===== config.mk =====
export PLATFORM = sky130hd
export DESIGN_NAME = vr_seq_top
export DESIGN_NICKNAME = d
export VERILOG_FILES = /design/src/rtl/vr_seq_pkg.sv /design/src/rtl/vrs_sync2.sv /design/src/rtl/vrs_phase_osc.sv /design/src/rtl/vrs_fsm.sv /design/src/rtl/vrs_ramp.sv /design/src/rtl/vr_seq_top.sv
export SDC_FILE = /design/constraint.sdc
export NUM_CORES = 1
export LEC_CHECK = 0
export ABC_AREA = 1
export BUFFER_PORTS_ARGS = -buffer_cell sky130_fd_sc_hd__buf_4
export CAP_MARGIN = 20
export CELL_PAD_IN_SITES_DETAIL_PLACEMENT = 0
export CELL_PAD_IN_SITES_GLOBAL_PLACEMENT = 2
export CORE_ASPECT_RATIO = 1.4
export CORE_MARGIN = 5
export CORE_UTILIZATION = 25
export CTS_CLUSTER_DIAMETER = 100
export DETAILED_ROUTE_END_ITERATION = 16
export GPL_TIMING_DRIVEN = 0
export PLACE_DENSITY_LB_ADDON = 0.1
export SYNTH_ARGS = -nofsm -noshare
export SYNTH_HDL_FRONTEND = slang
export SYNTH_SLANG_ARGS = --single-unit

===== constraint.sdc =====
create_clock -name clk -period 9.89 [get_ports clk]
set_input_delay 0.4945 -clock clk [delete_from_list [all_inputs] [get_ports clk]]
set_output_delay 0.4945 -clock clk [all_outputs]
set_load 0.01 [all_outputs]

===== src/rtl/vr_seq_pkg.sv =====
package vr_seq_pkg;
    typedef enum logic [1:0] {
        ST_SHUT = 2'd0,
        ST_SOFT = 2'd1,
        ST_RUN  = 2'd2
    } seq_state_t;
endpackage


===== src/rtl/vrs_sync2.sv =====
// Two-flop level synchronizer, one chain per bit.
module vrs_sync2 #(
    parameter int W = 2
) (
    input  logic         clk,
    input  logic         rst_n,
    input  logic [W-1:0] d_async,
    output logic [W-1:0] q_sync
);
    for (genvar i = 0; i < W; i++) begin : g_bit
        logic meta_q, sync_q;
        always_ff @(posedge clk or negedge rst_n) begin
            if (!rst_n) begin
                meta_q <= 1'b0;
                sync_q <= 1'b0;
            end else begin
                meta_q <= d_async[i];
                sync_q <= meta_q;
            end
        end
        assign q_sync[i] = sync_q;
    end
endmodule


===== src/rtl/vrs_phase_osc.sv =====
// Phase-clock divider; held cleared while the oscillator is stopped.
module vrs_phase_osc #(
    parameter int TICK_DIV = 4
) (
    input  logic clk,
    input  logic rst_n,
    input  logic osc_on,
    output logic tick
);
    localparam int PW = (TICK_DIV > 1) ? $clog2(TICK_DIV) : 1;
    localparam logic [PW-1:0] LAST = PW'(TICK_DIV - 1);

    logic [PW-1:0] pre_q;

    always_ff @(posedge clk or negedge rst_n) begin
        if (!rst_n)             pre_q <= '0;
        else if (!osc_on)       pre_q <= '0;
        else if (pre_q == LAST) pre_q <= '0;
        else                    pre_q <= pre_q + PW'(1);
    end

    assign tick = osc_on && (pre_q == LAST);
endmodule


===== src/rtl/vrs_fsm.sv =====
// Shutdown / soft-start / run state machine with tick counter and power-good.
module vrs_fsm
    import vr_seq_pkg::*;
#(
    parameter int SS_BITS = 11
) (
    input  logic               clk,
    input  logic               rst_n,
    input  logic               qual_ok,
    input  logic               tick,
    input  logic               win_ok,
    output seq_state_t         state_q,
    output logic [SS_BITS-1:0] ss_cnt,
    output logic               pgood
);
    localparam logic [SS_BITS-1:0] CNT_MAX = '1;

    seq_state_t state_n;

    // next-state logic
    always_comb begin
        state_n = state_q;
        unique case (state_q)
            ST_SHUT: if (qual_ok) state_n = ST_SOFT;             // go
            ST_SOFT: begin
                if (!qual_ok)                         state_n = ST_SHUT;  // drop
                else if (tick && (ss_cnt == CNT_MAX)) state_n = ST_RUN;   // ramp_done
            end
            ST_RUN:  if (!qual_ok) state_n = ST_SHUT;            // drop
            default: state_n = ST_SHUT;
        endcase
    end

    // state register
    always_ff @(posedge clk or negedge rst_n) begin
        if (!rst_n) state_q <= ST_SHUT;
        else        state_q <= state_n;
    end

    // registered outputs: tick count and power-good
    always_ff @(posedge clk or negedge rst_n) begin
        if (!rst_n) begin
            ss_cnt <= '0;
            pgood  <= 1'b0;
        end else begin
            if (state_n != ST_SOFT)
                ss_cnt <= '0;
            else if ((state_q == ST_SOFT) && tick)
                ss_cnt <= ss_cnt + SS_BITS'(1);
            pgood <= (state_q == ST_RUN) && qual_ok && win_ok;
        end
    end
endmodule


===== src/rtl/vrs_ramp.sv =====
// Soft-start reference ramp (0 -> 7/5 of target), decaying current code, min-select.
module vrs_ramp
    import vr_seq_pkg::*;
#(
    parameter int SS_BITS = 11,
    parameter int DAC_W   = 8,
    parameter int CUR_W   = 8
) (
    input  seq_state_t         state_q,
    input  logic [SS_BITS-1:0] ss_cnt,
    input  logic [DAC_W-1:0]   dac_code,
    output logic [DAC_W:0]     ramp_ref,
    output logic [CUR_W-1:0]   ramp_cur,
    output logic [DAC_W:0]     vref_eff
);
    localparam int PS_W   = SS_BITS + 1;
    localparam int PROD_W = DAC_W + 3 + PS_W;
    localparam int CPR_W  = CUR_W + PS_W;
    localparam logic [PS_W-1:0]   FULL_POS = PS_W'(1) << SS_BITS;
    localparam logic [PROD_W-1:0] DEN      = PROD_W'(5) << SS_BITS;
    localparam logic [CPR_W-1:0]  CUR_FS   = {{PS_W{1'b0}}, {CUR_W{1'b1}}};

    logic [PS_W-1:0]   pos;
    logic [PROD_W-1:0] num, quo;
    logic [CPR_W-1:0]  cprod, cshift;
    logic [DAC_W:0]    dac_ext;

    always_comb begin
        unique case (state_q)
            ST_SOFT: pos = {1'b0, ss_cnt};
            ST_RUN:  pos = FULL_POS;
            default: pos = '0;
        endcase
    end

    assign num     = PROD_W'(dac_code) * PROD_W'(7) * PROD_W'(pos);
    assign quo     = num / DEN;
    assign cprod   = CUR_FS * CPR_W'(FULL_POS - pos);
    assign cshift  = cprod >> SS_BITS;
    assign dac_ext = {1'b0, dac_code};

    assign ramp_ref = quo[DAC_W:0];
    assign ramp_cur = (state_q == ST_SHUT) ? '0 : cshift[CUR_W-1:0];
    assign vref_eff = (ramp_ref < dac_ext) ? ramp_ref : dac_ext;
endmodule


===== src/rtl/vr_seq_top.sv =====
module vr_seq_top
    import vr_seq_pkg::*;
#(
    parameter int PHASES   = 4,
    parameter int VID_W    = 5,
    parameter int DAC_W    = 8,
    parameter int CUR_W    = 8,
    parameter int SS_BITS  = 11,
    parameter int TICK_DIV = 4
) (
    input  logic              clk,
    input  logic              rst_n,
    input  logic              por_ok,
    input  logic              en_hi,
    input  logic              fsdis_n,
    input  logic [VID_W-1:0]  vid,
    input  logic [DAC_W-1:0]  dac_code,
    input  logic              win_ok,
    output logic [PHASES-1:0] pwm_oe,
    output logic              ss_busy,
    output logic              reg_run,
    output logic [DAC_W:0]    ramp_ref,
    output logic [CUR_W-1:0]  ramp_cur,
    output logic [DAC_W:0]    vref_eff,
    output logic              pgood
);
    localparam logic [VID_W-1:0] VID_NOLOAD = '1;

    logic [1:0]         sync_q;
    logic               qual_ok;
    logic               osc_tick;
    seq_state_t         state_q;
    logic [SS_BITS-1:0] ss_cnt;

    vrs_sync2 #(.W(2)) u_sync (
        .clk     (clk),
        .rst_n   (rst_n),
        .d_async ({en_hi, por_ok}),
        .q_sync  (sync_q)
    );

    assign qual_ok = sync_q[0] && sync_q[1] && fsdis_n && (vid != VID_NOLOAD);

    vrs_phase_osc #(.TICK_DIV(TICK_DIV)) u_osc (
        .clk    (clk),
        .rst_n  (rst_n),
        .osc_on (fsdis_n),
        .tick   (osc_tick)
    );

    vrs_fsm #(.SS_BITS(SS_BITS)) u_fsm (
        .clk     (clk),
        .rst_n   (rst_n),
        .qual_ok (qual_ok),
        .tick    (osc_tick),
        .win_ok  (win_ok),
        .state_q (state_q),
        .ss_cnt  (ss_cnt),
        .pgood   (pgood)
    );

    vrs_ramp #(.SS_BITS(SS_BITS), .DAC_W(DAC_W), .CUR_W(CUR_W)) u_ramp (
        .state_q  (state_q),
        .ss_cnt   (ss_cnt),
        .dac_code (dac_code),
        .ramp_ref (ramp_ref),
        .ramp_cur (ramp_cur),
        .vref_eff (vref_eff)
    );

    assign ss_busy = (state_q == ST_SOFT);
    assign reg_run = (state_q == ST_RUN);
    assign pwm_oe  = {PHASES{state_q != ST_SHUT}};
endmodule


==> impl_results.md <==
- Setup Viol. Count Final: 10
- Tot GR Track Use: 0.137
- Routed WL per cell: around 15 um
- Met2 track demand over resource: 0.281
- Die W: about 170 um
- Total negative setup slack: -11.61 ns
- Fin. Hold Viols: 0
- Iter 0 DRT Violations: around 200
- Sequential share of power: 0.187
- Post-route setup slack: -1.34 ns
- Sw frac: 0.427
- GRT met3 Usage: 0.00301
- # clock sinks: 20
- Fin. max-slew vios: 0
- Switching pwr: between 0.15 and 0.2 mW
- Static Leak: 6.44 nW
- WHS: 0.112 ns
- Top delay family on crit path: adder cells
- Initial antenna violation count: 0
- Crit path depth: between 70 and 80
- CTS clk-pin slew, worst paths: ~0.06 ns
- Setup CP Type: in2out
- First-pass GRT wire length: ~45000 um
- Met1 Use GR: 0.156
- Synth Warn #: 0
- Cell Area, Synth: approximately 9200 um^2
- Post-DP HPWL: 23600 um
- Startpoint types: primary input
- Power after layout: about 0.47 mW
- Pre-antenna DRT Iters: 4
- Mean post-synth cell area: ~7.5 um^2
- RSZ-0062 raised after global routing: yes
- Number of port buffers: 50
- Net Count, Synth: around 1500
- CTS Buf Count: 3
- Die Footprint: between 40000 and 50000 um^2
- CP arrival: 10.74 ns
- R2R depth: 19
- Avg Vias per Cell: around 4.4
- Final period util: 1.14
- Gpl congestion: ~0.77
- Worst Path Max Fanout: 6
- Pwr per Cell Area: between 40 and 50 nW/um^2
- Combinational cell fraction of total power: 0.572
- Ys async rst share: 1.00
- Routed vias: slightly below 8000
- H-tree depth: 1
- ANT cells: 0
- Most common cell after layout, fill and taps aside: inv_1
- Min-delay worst type: in2async
- EDFF count, synth: 0
- Routed Antenna Nets: 0
- Post-Route WL: between 20000 and 30000 um
- Worst Max-Slew Pin Slew: ~0.8 ns
- CP endpoint kind: output port
- Leading area contributor after synthesis: fa_1
- Slew margin rel.: 0.455
- GRT Residual Overflow: 0
- Final Net Count: 1600
- Die height: about 240 um
- F_max: between 0.08 and 0.09 GHz
- Flop2flop setup slack: 6.68 ns
- GR peak layer: met2
- Post-synth cell types: 43
- Peak VDD IR: between 60 and 70 uV
- Status: finished, violations left
- Ys flop type: dfrtp_1
- Dominant cells by area after synthesis: fa_1 (33%), ha_1 (15%), inv_1 (12%)
- Starting density of the core: 0.252
- Clk root buf: clkbuf_16
- R2R Path Start: u_fsm.ss_cnt[3]
- Vias in the first global route: 8526
- Worst Clk Skew: 0.00447 ns
- Clock Latency Late Sink: 0.26 ns
- Worst Path Required: around 9.4 ns
- Commonest cells after routing, fill and taps aside: inv_1 (279), nand2_1 (186), fa_1 (150)
- CTS Buffer Depth: 2
- Worst stage delay on the critical path: about 0.60 ns
- Share of layout cells above drive strength 1: 0.235
- Cells after Synth: ~1200
- Top cell type's share of synthesized area: 0.334
- CTS tree: done
- Crit path capture: vref_eff[7]
- CP startpoint: dac_code[2]
- Clock Power Share: 0.241
- Yosys reg bits: 20
- P_int: roughly 0.27 mW
- CP max stage cell: fa_1
- Area growth syn-to-layout: 25.9%
- Core area: 36500 um^2
- Final critical-path required period: ~11 ns
- Max cap viols: 0
- Failing checks: setup timing
- Reg2reg end: u_fsm.ss_cnt[9]
- DRC Markers: 0
- Worst path buffer plus inverter count: 16
- Cell Rows: 83
- Largest net degree at the start of global routing: 21
- IO Pins: 52
- CP most frequent cell: nand2_4
- Seq/Total Area, Yosys: 0.0545
layout make-up:
class,count,area (um^2)
plain buffers,12,72.6
inverters,311,1200
clock inverters,1,30.0
fillers,4011,24900
repair buffers,88,767
clock buffers,3,75.1
flip-flops and latches,20,500
multi-input cells,882,8330
well taps,467,584
cells by family after synthesis:
group / after synthesis / synth area share
AO/OA/AOI/OAI: 77 / 0.0509
XOR/XNOR: 27 / 0.0258
adder cells (fa/ha/maj): 263 / 0.484
buffers and inverters: 323 / 0.134
flip-flops: 20 / 0.0545
multiplexers: 1 / 0.00109
other: 1 / 0.000409
AND/OR/NAND/NOR: 513 / 0.250
power by group through the flow:
| stage | clock network [mW] | registers, mW | logic, mW |
|---|---|---|---|
| floorplan | 0 | 0.0886 | 0.135 |
| global placement | 0 | 0.0888 | 0.243 |
| detailed placement | 0 | 0.0889 | 0.241 |
| CTS | 0.115 | 0.0874 | 0.263 |
| global route | 0.119 | 0.0880 | 0.295 |
| finish | 0.113 | 0.0874 | 0.268 |
flip-flops by register name, indices dropped and copies added (netlist names):
| register | count |
|---|---|
| u_fsm.state_q | 2 |
| u_sync.g_bit.sync_q | 2 |
| u_osc.pre_q | 2 |
| u_fsm.pgood | 1 |
| u_sync.g_bit.meta_q | 2 |
| u_fsm.ss_cnt | 11 |
worst min-delay path by stage:
stage	depth (start not counted)	from	endpoint
2_1_floorplan	0	rst_n	u_fsm.pgood
4_1_cts	1	rst_n	u_fsm.ss_cnt[7]
3_5_place_dp	0	u_sync.g_bit[1].meta_q	u_sync.g_bit[1].sync_q
3_3_place_gp	0	u_sync.g_bit[0].meta_q	u_sync.g_bit[0].sync_q
5_1_grt	1	rst_n	u_fsm.ss_cnt[7]
6_report	1	rst_n	u_fsm.ss_cnt[7]
metal layers:
| layer | vias to the layer above | part of all wire |
|---|---|---|
| li1 | 3848 | - |
| met5 | - | 0 |
| met4 | 0 | 0.018 |
| met1 | 3815 | 0.39 |
| met3 | 17 | 0.015 |
| met2 | 82 | 0.58 |
stage by stage:
step | setup slack, ns | utilization | std cells | area (um^2)
3_5_place_dp | -2.58 | 0.286 | 1743 | 10400
2_1_floorplan | -0.437 | - | 1225 | 9460
4_1_cts | -1.59 | 0.309 | 1775 | 11200
6_report | -1.34 | 0.317 | 1784 | 11600
3_3_place_gp | -2.64 | 0.286 | 1742 | 10400
5_1_grt | -1.88 | 0.317 | 1784 | 11600
Yosys cell counts (2+ instances only):
cell and instances:
a21oi_1 33, a221oi_1 2, a31oi_1 2, and2_1 3, and3_1 2, buf_4 4, clkbuf_1 8, clkinv_1 6
dfrtp_1 20, fa_1 153, ha_1 110, inv_1 292, inv_2 13, nand2_1 247, nand2_2 19, nand2_4 11
nand3_1 59, nand3_2 11, nand3b_1 2, nand4_1 8, nor2_1 123, nor2_2 4, nor3_1 13, nor4_1 2
o21a_1 3, o21ai_0 15, o21ai_1 5, o21bai_1 8, or2_2 8, xnor2_1 7, xor2_1 20
what timing repair did:
item	4_1_cts	5_1_grt
pin swaps	66	55
hold buffers	0	0
cloned	0	0
resized for setup	115	58
hold endpoints to repair	0	0
setup endpoints to repair	14	15
setup buffers	30	9
No activity file was read; power rests on OpenSTA's default activity.
